## src/rtl/prd_pkg.sv

```systemverilog
package prd_pkg;

    localparam int DW = 32;                       // dword width
    localparam int PW = 17;                       // piece length width (up to 0x10000)
    localparam logic [PW-1:0] WINDOW      = 17'h10000;
    localparam logic [PW-1:0] HALF_WINDOW = 17'h08000;

    typedef enum logic [2:0] {
        ST_TAKE     = 3'd0,
        ST_PLAN     = 3'd1,
        ST_SEND_CNT = 3'd2,
        ST_SEND_ADR = 3'd3,
        ST_SEND_END = 3'd4,
        ST_SKIP     = 3'd5,
        ST_REPORT   = 3'd6
    } build_st_e;

    typedef enum logic {
        FMT_STD = 1'b0,
        FMT_ALT = 1'b1
    } fmt_e;

    // Alignment rule: 2-byte granules for the byte-count format, 4-byte for the dword format.
    function automatic logic addr_unaligned(logic [1:0] addr_lo, logic [1:0] len_lo, fmt_e fmt);
        if (fmt == FMT_ALT)
            return (addr_lo != 2'b00) || (len_lo != 2'b00);
        return addr_lo[0] | len_lo[0];
    endfunction

    // Count dword for a piece of the given size.
    function automatic logic [DW-1:0] count_word(logic [PW-1:0] bytes, fmt_e fmt, logic final_e);
        logic [15:0] dwm1;
        dwm1 = 16'((bytes >> 2) - PW'(1));
        if (fmt == FMT_ALT)
            return {dwm1, 16'h0000};
        return {final_e, 15'h0000, bytes[15:0]};
    endfunction

endpackage

```

## src/rtl/prd_piece_calc.sv

```systemverilog
module prd_piece_calc
    import prd_pkg::*;
#(
    parameter int LEN_W = 32
) (
    input  logic [15:0]       base_lo,
    input  logic [LEN_W-1:0]  remain,
    input  logic              alt,
    output logic [PW-1:0]     piece
);
    localparam int CW = (LEN_W > PW) ? LEN_W : PW;

    logic [PW-1:0] room;
    logic [CW-1:0] rem_x;
    logic [CW-1:0] room_x;
    logic [PW-1:0] fit;

    always_comb begin
        room   = WINDOW - {1'b0, base_lo};
        rem_x  = CW'(remain);
        room_x = CW'(room);
        fit    = (rem_x < room_x) ? PW'(remain) : room;
        // A full window is halved for the byte-count format: a 16-bit count of zero
        // is not trusted to mean 64 KB by every controller.
        if (!alt && fit == WINDOW)
            piece = HALF_WINDOW;
        else
            piece = fit;
    end

endmodule

```

## src/rtl/prd_word_sel.sv

```systemverilog
module prd_word_sel
    import prd_pkg::*;
(
    input  build_st_e         st,
    input  logic [DW-1:0]     base,
    input  logic [PW-1:0]     held_bytes,
    input  fmt_e              fmt,
    output logic [DW-1:0]     word,
    output logic              last
);
    always_comb begin
        word = '0;
        last = 1'b0;
        case (st)
            ST_SEND_ADR: word = base;
            ST_SEND_CNT: word = count_word(held_bytes, fmt, 1'b0);
            ST_SEND_END: begin
                word = count_word(held_bytes, fmt, 1'b1);
                last = 1'b1;
            end
            default: ;
        endcase
    end

endmodule

```

## src/rtl/prd_table_gen.sv

```systemverilog
module prd_table_gen
    import prd_pkg::*;
#(
    parameter int MAX_ENTRIES = 256,
    parameter int LEN_W       = 32
) (
    input  logic                              clk,
    input  logic                              rst,
    input  logic                              seg_valid,
    output logic                              seg_ready,
    input  logic [31:0]                       seg_addr,
    input  logic [LEN_W-1:0]                  seg_len,
    input  logic                              seg_last,
    input  logic                              alt_fmt,
    output logic                              out_valid,
    input  logic                              out_ready,
    output logic [31:0]                       out_data,
    output logic                              out_last,
    output logic                              done,
    output logic [$clog2(MAX_ENTRIES+1)-1:0]  entry_count,
    output logic                              fallback,
    output logic                              overflow_err,
    output logic                              align_err
);
    localparam int CNT_W = $clog2(MAX_ENTRIES + 1);
    localparam logic [CNT_W-1:0] CAP = CNT_W'(MAX_ENTRIES);

    build_st_e          st;
    fmt_e               fmt;
    logic [DW-1:0]      cur_base;
    logic [LEN_W-1:0]   remain;
    logic               seg_end;
    logic [CNT_W-1:0]   entries;
    logic               held_ok;
    logic [PW-1:0]      held_bytes;
    logic [PW-1:0]      plan_bytes;
    logic [PW-1:0]      piece;
    logic               bad_align;
    logic               bad_ovf;
    logic               failed;

    assign fmt = fmt_e'(alt_fmt);

    prd_piece_calc #(.LEN_W(LEN_W)) u_piece (
        .base_lo (cur_base[15:0]),
        .remain  (remain),
        .alt     (alt_fmt),
        .piece   (piece)
    );

    prd_word_sel u_word (
        .st         (st),
        .base       (cur_base),
        .held_bytes (held_bytes),
        .fmt        (fmt),
        .word       (out_data),
        .last       (out_last)
    );

    always_ff @(posedge clk) begin
        if (rst) begin
            st         <= ST_TAKE;
            cur_base   <= '0;
            remain     <= '0;
            seg_end    <= 1'b0;
            entries    <= '0;
            held_ok    <= 1'b0;
            held_bytes <= '0;
            plan_bytes <= '0;
            bad_align  <= 1'b0;
            bad_ovf    <= 1'b0;
        end else begin
            unique case (st)
                ST_TAKE: if (seg_valid) begin
                    cur_base <= seg_addr;
                    remain   <= seg_len;
                    seg_end  <= seg_last;
                    if (addr_unaligned(seg_addr[1:0], seg_len[1:0], fmt)) begin
                        bad_align <= 1'b1;
                        st        <= seg_last ? ST_REPORT : ST_SKIP;
                    end else begin
                        st <= ST_PLAN;
                    end
                end
                ST_PLAN: begin
                    if (remain == '0) begin
                        if (!seg_end)
                            st <= ST_TAKE;
                        else if (held_ok)
                            st <= ST_SEND_END;
                        else
                            st <= ST_REPORT;        // empty table
                    end else if (entries == CAP) begin
                        bad_ovf <= 1'b1;
                        st      <= seg_end ? ST_REPORT : ST_SKIP;
                    end else begin
                        plan_bytes <= piece;
                        st         <= held_ok ? ST_SEND_CNT : ST_SEND_ADR;
                    end
                end
                ST_SEND_CNT: if (out_ready) st <= ST_SEND_ADR;
                ST_SEND_ADR: if (out_ready) begin
                    held_bytes <= plan_bytes;
                    held_ok    <= 1'b1;
                    entries    <= entries + CNT_W'(1);
                    cur_base   <= cur_base + DW'(plan_bytes);
                    remain     <= remain - LEN_W'(plan_bytes);
                    st         <= ST_PLAN;
                end
                ST_SEND_END: if (out_ready) st <= ST_REPORT;
                ST_SKIP: if (seg_valid && seg_last) st <= ST_REPORT;
                ST_REPORT: begin
                    st        <= ST_TAKE;
                    entries   <= '0;
                    held_ok   <= 1'b0;
                    bad_align <= 1'b0;
                    bad_ovf   <= 1'b0;
                end
                default: st <= ST_TAKE;
            endcase
        end
    end

    assign seg_ready    = (st == ST_TAKE) || (st == ST_SKIP);
    assign out_valid    = (st == ST_SEND_CNT) || (st == ST_SEND_ADR) || (st == ST_SEND_END);
    assign done         = (st == ST_REPORT);
    assign failed       = bad_align | bad_ovf | (entries == '0);
    assign fallback     = done & failed;
    assign overflow_err = done & bad_ovf;
    assign align_err    = done & bad_align;
    assign entry_count  = (done && !failed) ? entries : '0;

    // a planned piece is nonempty and ends at or before the next 64 KB edge
    p_piece_in_window_r1: assert property (@(posedge clk) disable iff (rst)
        (st == ST_PLAN && remain != '0) |->
            (piece != '0 && (18'(cur_base[15:0]) + 18'(piece)) <= 18'h10000));

    // the byte-count format never plans a full-window piece
    p_no_full_window_r3: assert property (@(posedge clk) disable iff (rst)
        (st == ST_PLAN && remain != '0 && !alt_fmt) |-> piece <= HALF_WINDOW || piece < WINDOW);

    // the closing word carries the end marker in the byte-count format
    p_end_marker_r4: assert property (@(posedge clk) disable iff (rst)
        (out_last && !alt_fmt) |-> out_data[31]);

    // the dword-count format never sets bit 31
    p_alt_no_marker_r5: assert property (@(posedge clk) disable iff (rst)
        (out_valid && alt_fmt && st != ST_SEND_ADR) |-> !out_data[31]);

    // the entry tally never passes the limit
    p_no_overflow_r6: assert property (@(posedge clk) disable iff (rst)
        entries <= CAP);

    // a failed build never reports entries
    p_fail_zero_count_r7: assert property (@(posedge clk) disable iff (rst)
        (done && fallback) |-> entry_count == '0);

    // nothing is emitted while input segments are taken
    p_quiet_when_taking_r9: assert property (@(posedge clk) disable iff (rst)
        seg_ready |-> !out_valid);

    // completion strobe lasts one cycle
    p_done_pulse_r10: assert property (@(posedge clk) disable iff (rst)
        done |=> !done);

    // a stalled dword stays put
    p_stall_hold_r11: assert property (@(posedge clk) disable iff (rst)
        (out_valid && !out_ready) |=> (out_valid && $stable(out_data)));

endmodule

```

## config.mk

```make
export PLATFORM = sky130hd
export DESIGN_NAME = prd_table_gen
export DESIGN_NICKNAME = d
export VERILOG_FILES = /design/src/rtl/prd_pkg.sv /design/src/rtl/prd_piece_calc.sv /design/src/rtl/prd_word_sel.sv /design/src/rtl/prd_table_gen.sv
export SDC_FILE = /design/constraint.sdc
export NUM_CORES = 1
export LEC_CHECK = 0
export ABC_AREA = 1
export BUFFER_PORTS_ARGS = -buffer_cell sky130_fd_sc_hd__clkbuf_2
export CELL_PAD_IN_SITES_DETAIL_PLACEMENT = 0
export CELL_PAD_IN_SITES_GLOBAL_PLACEMENT = 2
export CORE_AREA = 2 2 176 178
export CTS_BUF_LIST = sky130_fd_sc_hd__clkbuf_4 sky130_fd_sc_hd__clkbuf_8
export DETAILED_ROUTE_END_ITERATION = 10
export DIE_AREA = 0 0 178 180
export PLACE_DENSITY_LB_ADDON = 0.1
export SYNTH_ARGS = -nofsm -noshare
export SYNTH_HDL_FRONTEND = slang
export SYNTH_HIERARCHICAL = 1
export SYNTH_SLANG_ARGS = --single-unit
```

## constraint.sdc

```tcl
create_clock -name clk -period 6.3 [get_ports clk]
set_input_delay 0.315 -clock clk [delete_from_list [all_inputs] [get_ports clk]]
set_output_delay 0.315 -clock clk [all_outputs]
set_load 0.01 [all_outputs]
```

==> out/metrics.cfg <==
[run]
drv_cap = 0

[die]
dieArea_mm2 = 0.0320
io_pins = 118
die_h_um = 180
start_util_pct = 33.7
die_w_um = 178
core-area_mm2 = 0.0302
rows = 64

[placement]
dp.final_hpwl_um = 30500
dpl_worst_slack_ps = 2440
gp_congestion = 0.903
portBuffers = 117
place_area_mm2 = 0.0111

[timing]
finalMaxSlewViolations = 0
finalWorstSetupSlack_ps = 2350
setup_viol = 0
finalHoldViolations = 0
tightest_slew_ps = 936
relSlewSlack_pct = 37.5
timing.fmax_ghz = 0.253
tns_ps = 0
finalCritPeriodShare_pct = 62.7
min_period_ps = 3950
finClkSkew_ps = 19.3
grt_setup_unrepaired = false

[yosys]
synthArstFlopShare_pct = 0
syn_area_per_cell_um2 = 5.70
yosysUniqueCellTypes = 48
synth_top_flop_cell = dfxtp_1
synthDominantCellAreaShare_pct = 22.5
yosys_warnings = 6
synth_top_area_cell = dfxtp_1
ys_ff_latch = 114
synth_enable_flop_cells = 0
synth_fp_nets = 1909
synth_cells = 1783
synth_area_mm2 = 0.0102
synthTopCellsByArea = dfxtp_1, nand2_1, inv_1
seq_area_frac_synth_pct = 22.5

[drt]
routedWlPerCell_um = 17.0
via_count = 11272
drt-total-wl_um = 38800
dr.pass1.iters = 5
drt_iter0_markers = 843
drc = 0
via_per_inst = 4.93
ant_nets = 0

[finish]
fillers = 3554
diodes = 0
drive_above_1_share_pct = 9.95
multi_input_area_mm2 = 0.00668
regArea_mm2 = 0.00228
syn2layout_area_growth_pct = 13.1
final_common_cell = nand2_1
mostFrequentLayoutCells = nand2_1, inv_1, nor2_1
final_core_util_pct = 38.1
nets = 2003
design_area_mm2 = 0.0115

[setup_path]
worstPathCellList = inv_1 -> ha_1 -> nand2_1 -> nor2_1 -> nand4_1 -> xor2_1 -> inv_1 -> ha_1 -> nand3_1 -> inv_1 -> a21oi_1 -> nand2_1 -> nand2_1 -> nand2_2 -> nand2_1 -> nand2_1 -> nor2_1 -> nand2_1 -> nor2_1 -> nand3_1 -> nand2_1 -> inv_1 -> o21ai_0 -> a21oi_1
crit_slowest_cell = dfxtp_1
critPathBufInv = 4
required_ps = 6680
crit_path_max_incr_delay_ps = 390
cp-end-kind = flop
path_class = flop to flop
critPathArrivalTime_ps = 4330
worst_setup_path_start_kind = flop
cp_common_cell = nand2_1
crit_family = simple AND/OR/NAND/NOR gates
worstPathMaxFanout = 21

[pwr]
leakage_nw = 5.82
peakVddDrop_mv = 0.229
powerDensity_mw_per_mm2 = 481

[cts]
clk_latency_ps = 480
cts_max_level = 4
clkTransAtPathRegs_ps = 90
tritoncts = done
cts_hold_buf = 0
numCtsBuffers = 17
clock-sinks = 114
cts_buffer_depth = 2
cts_root_buffer = clkbuf_8
cts_resized = 0
post_cts_buffers = 0

[global_routing]
grt_max_degree = 57
grt_remaining_overflow = 0
grt_pass1_vias = 10919
grt.total_usage_pct = 24.6
grt_pass1_wl_um = 60700
antenna_found_initial = 0

[outcome]
outcome = complete, no violations

[hold_path]
hp-class = primary input to flop

==> stage by stage <==
stage | total power, mW | hold WS (ps) | cells
floorplan | 3.75 | 445 | 1783
finish | 5.53 | 87.1 | 2286
detailed placement | 4.74 | 479 | 2254
global placement | 4.74 | 473 | 2254
CTS | 5.55 | 55.1 | 2286
global route | 6.12 | 87.3 | 2286
==> tightest hold or removal path: cells and delay by family <==
kind                   cells  cell delay (ps)
buffers and inverters      1               80
AOI/OAI and AO/OA          1               70
and+or+nand+nor            1               50
==> routing by layer <==
| layer | routed length (um) | vias up | GRT usage (%) |
|---|---|---|---|
| met5 | 0 | - | 0 |
| met4 | 892 | 0 | 7.15 |
| met3 | 1310 | 46 | 2.73 |
| met2 | 17900 | 237 | 40.9 |
| met1 | 18700 | 5124 | 33.3 |
| li1 | - | 5865 | - |
==> final timing paths <==
kind | from | to | slack, ps | depth (start not counted)
worst min-delay path | seg_len[2] | remain[2]$_SDFFE_PP0P_ | 90 | 3
worst min register to register | bad_align$_SDFFE_PP0P_ | bad_align$_SDFFE_PP0P_ | 490 | 2
worst max register to register | cur_base[0]$_SDFFE_PP0P_ | plan_bytes[16]$_SDFFE_PP0P_ | 2350 | 24
worst max-delay path | cur_base[0]$_SDFFE_PP0P_ | plan_bytes[16]$_SDFFE_PP0P_ | 2350 | 24
==> report_power, final <==
part / switching [mW] / internal, mW / total (mW)
Combinational: 2.37 / 1.18 / 3.55
Clock: 0.380 / 0.394 / 0.774
Sequential: 0.307 / 0.898 / 1.20
Total: 3.06 / 2.47 / 5.53
==> cells in the mapped netlist (2+ instances only) <==
master / count
nand2_1: 556
inv_1: 244
nor2_1: 213
a21oi_1: 163
nand3_1: 142
dfxtp_1: 114
o21ai_0: 90
ha_1: 54
xor2_1: 38
nor3_1: 26
clkbuf_1: 25
buf_2: 22
nand4_1: 14
nand2_2: 7
a211oi_1: 5
xnor2_1: 5
a31oi_1: 4
buf_6: 4
nand3b_1: 4
o21bai_1: 4
a21boi_0: 3
and2_1: 3
inv_2: 3
nor2_2: 3
nor4_1: 3
o21ai_1: 3
or2_2: 3
buf_1: 2
clkinv_1: 2
fa_1: 2
nor2_4: 2
nor3_2: 2
nor4_4: 2
o21a_1: 2
==> kinds of logic after synthesis <==
family          after synthesis  share of synthesized area (%)
compound gates              281                           14.5
simple gates                986                           40.5
buf+inv                     303                           11.8
fa+ha+maj                    56                           7.04
flops                       114                           22.5
xor+xnor                     43                           3.71
==> flip-flops by register name (all words and copies together) (netlist names) <==
| name | cells |
|---|---|
| cur_base | 32 |
| remain | 32 |
| held_bytes | 17 |
| plan_bytes | 17 |
| entries | 9 |
| st | 3 |
| bad_align | 1 |
| bad_ovf | 1 |
| held_ok | 1 |
| seg_end | 1 |
==> cell type report <==
class / instances / share of cell area [%]
clock buffers: 17 / 2.04
clock inverters: 15 / 1.60
inverters: 250 / 8.22
multi-input cells: 1366 / 58.1
flip-flops and latches: 114 / 19.9
well taps: 396 / 4.31
repair buffers: 128 / 5.82
Note: power is estimated with default switching activity, not from simulation.
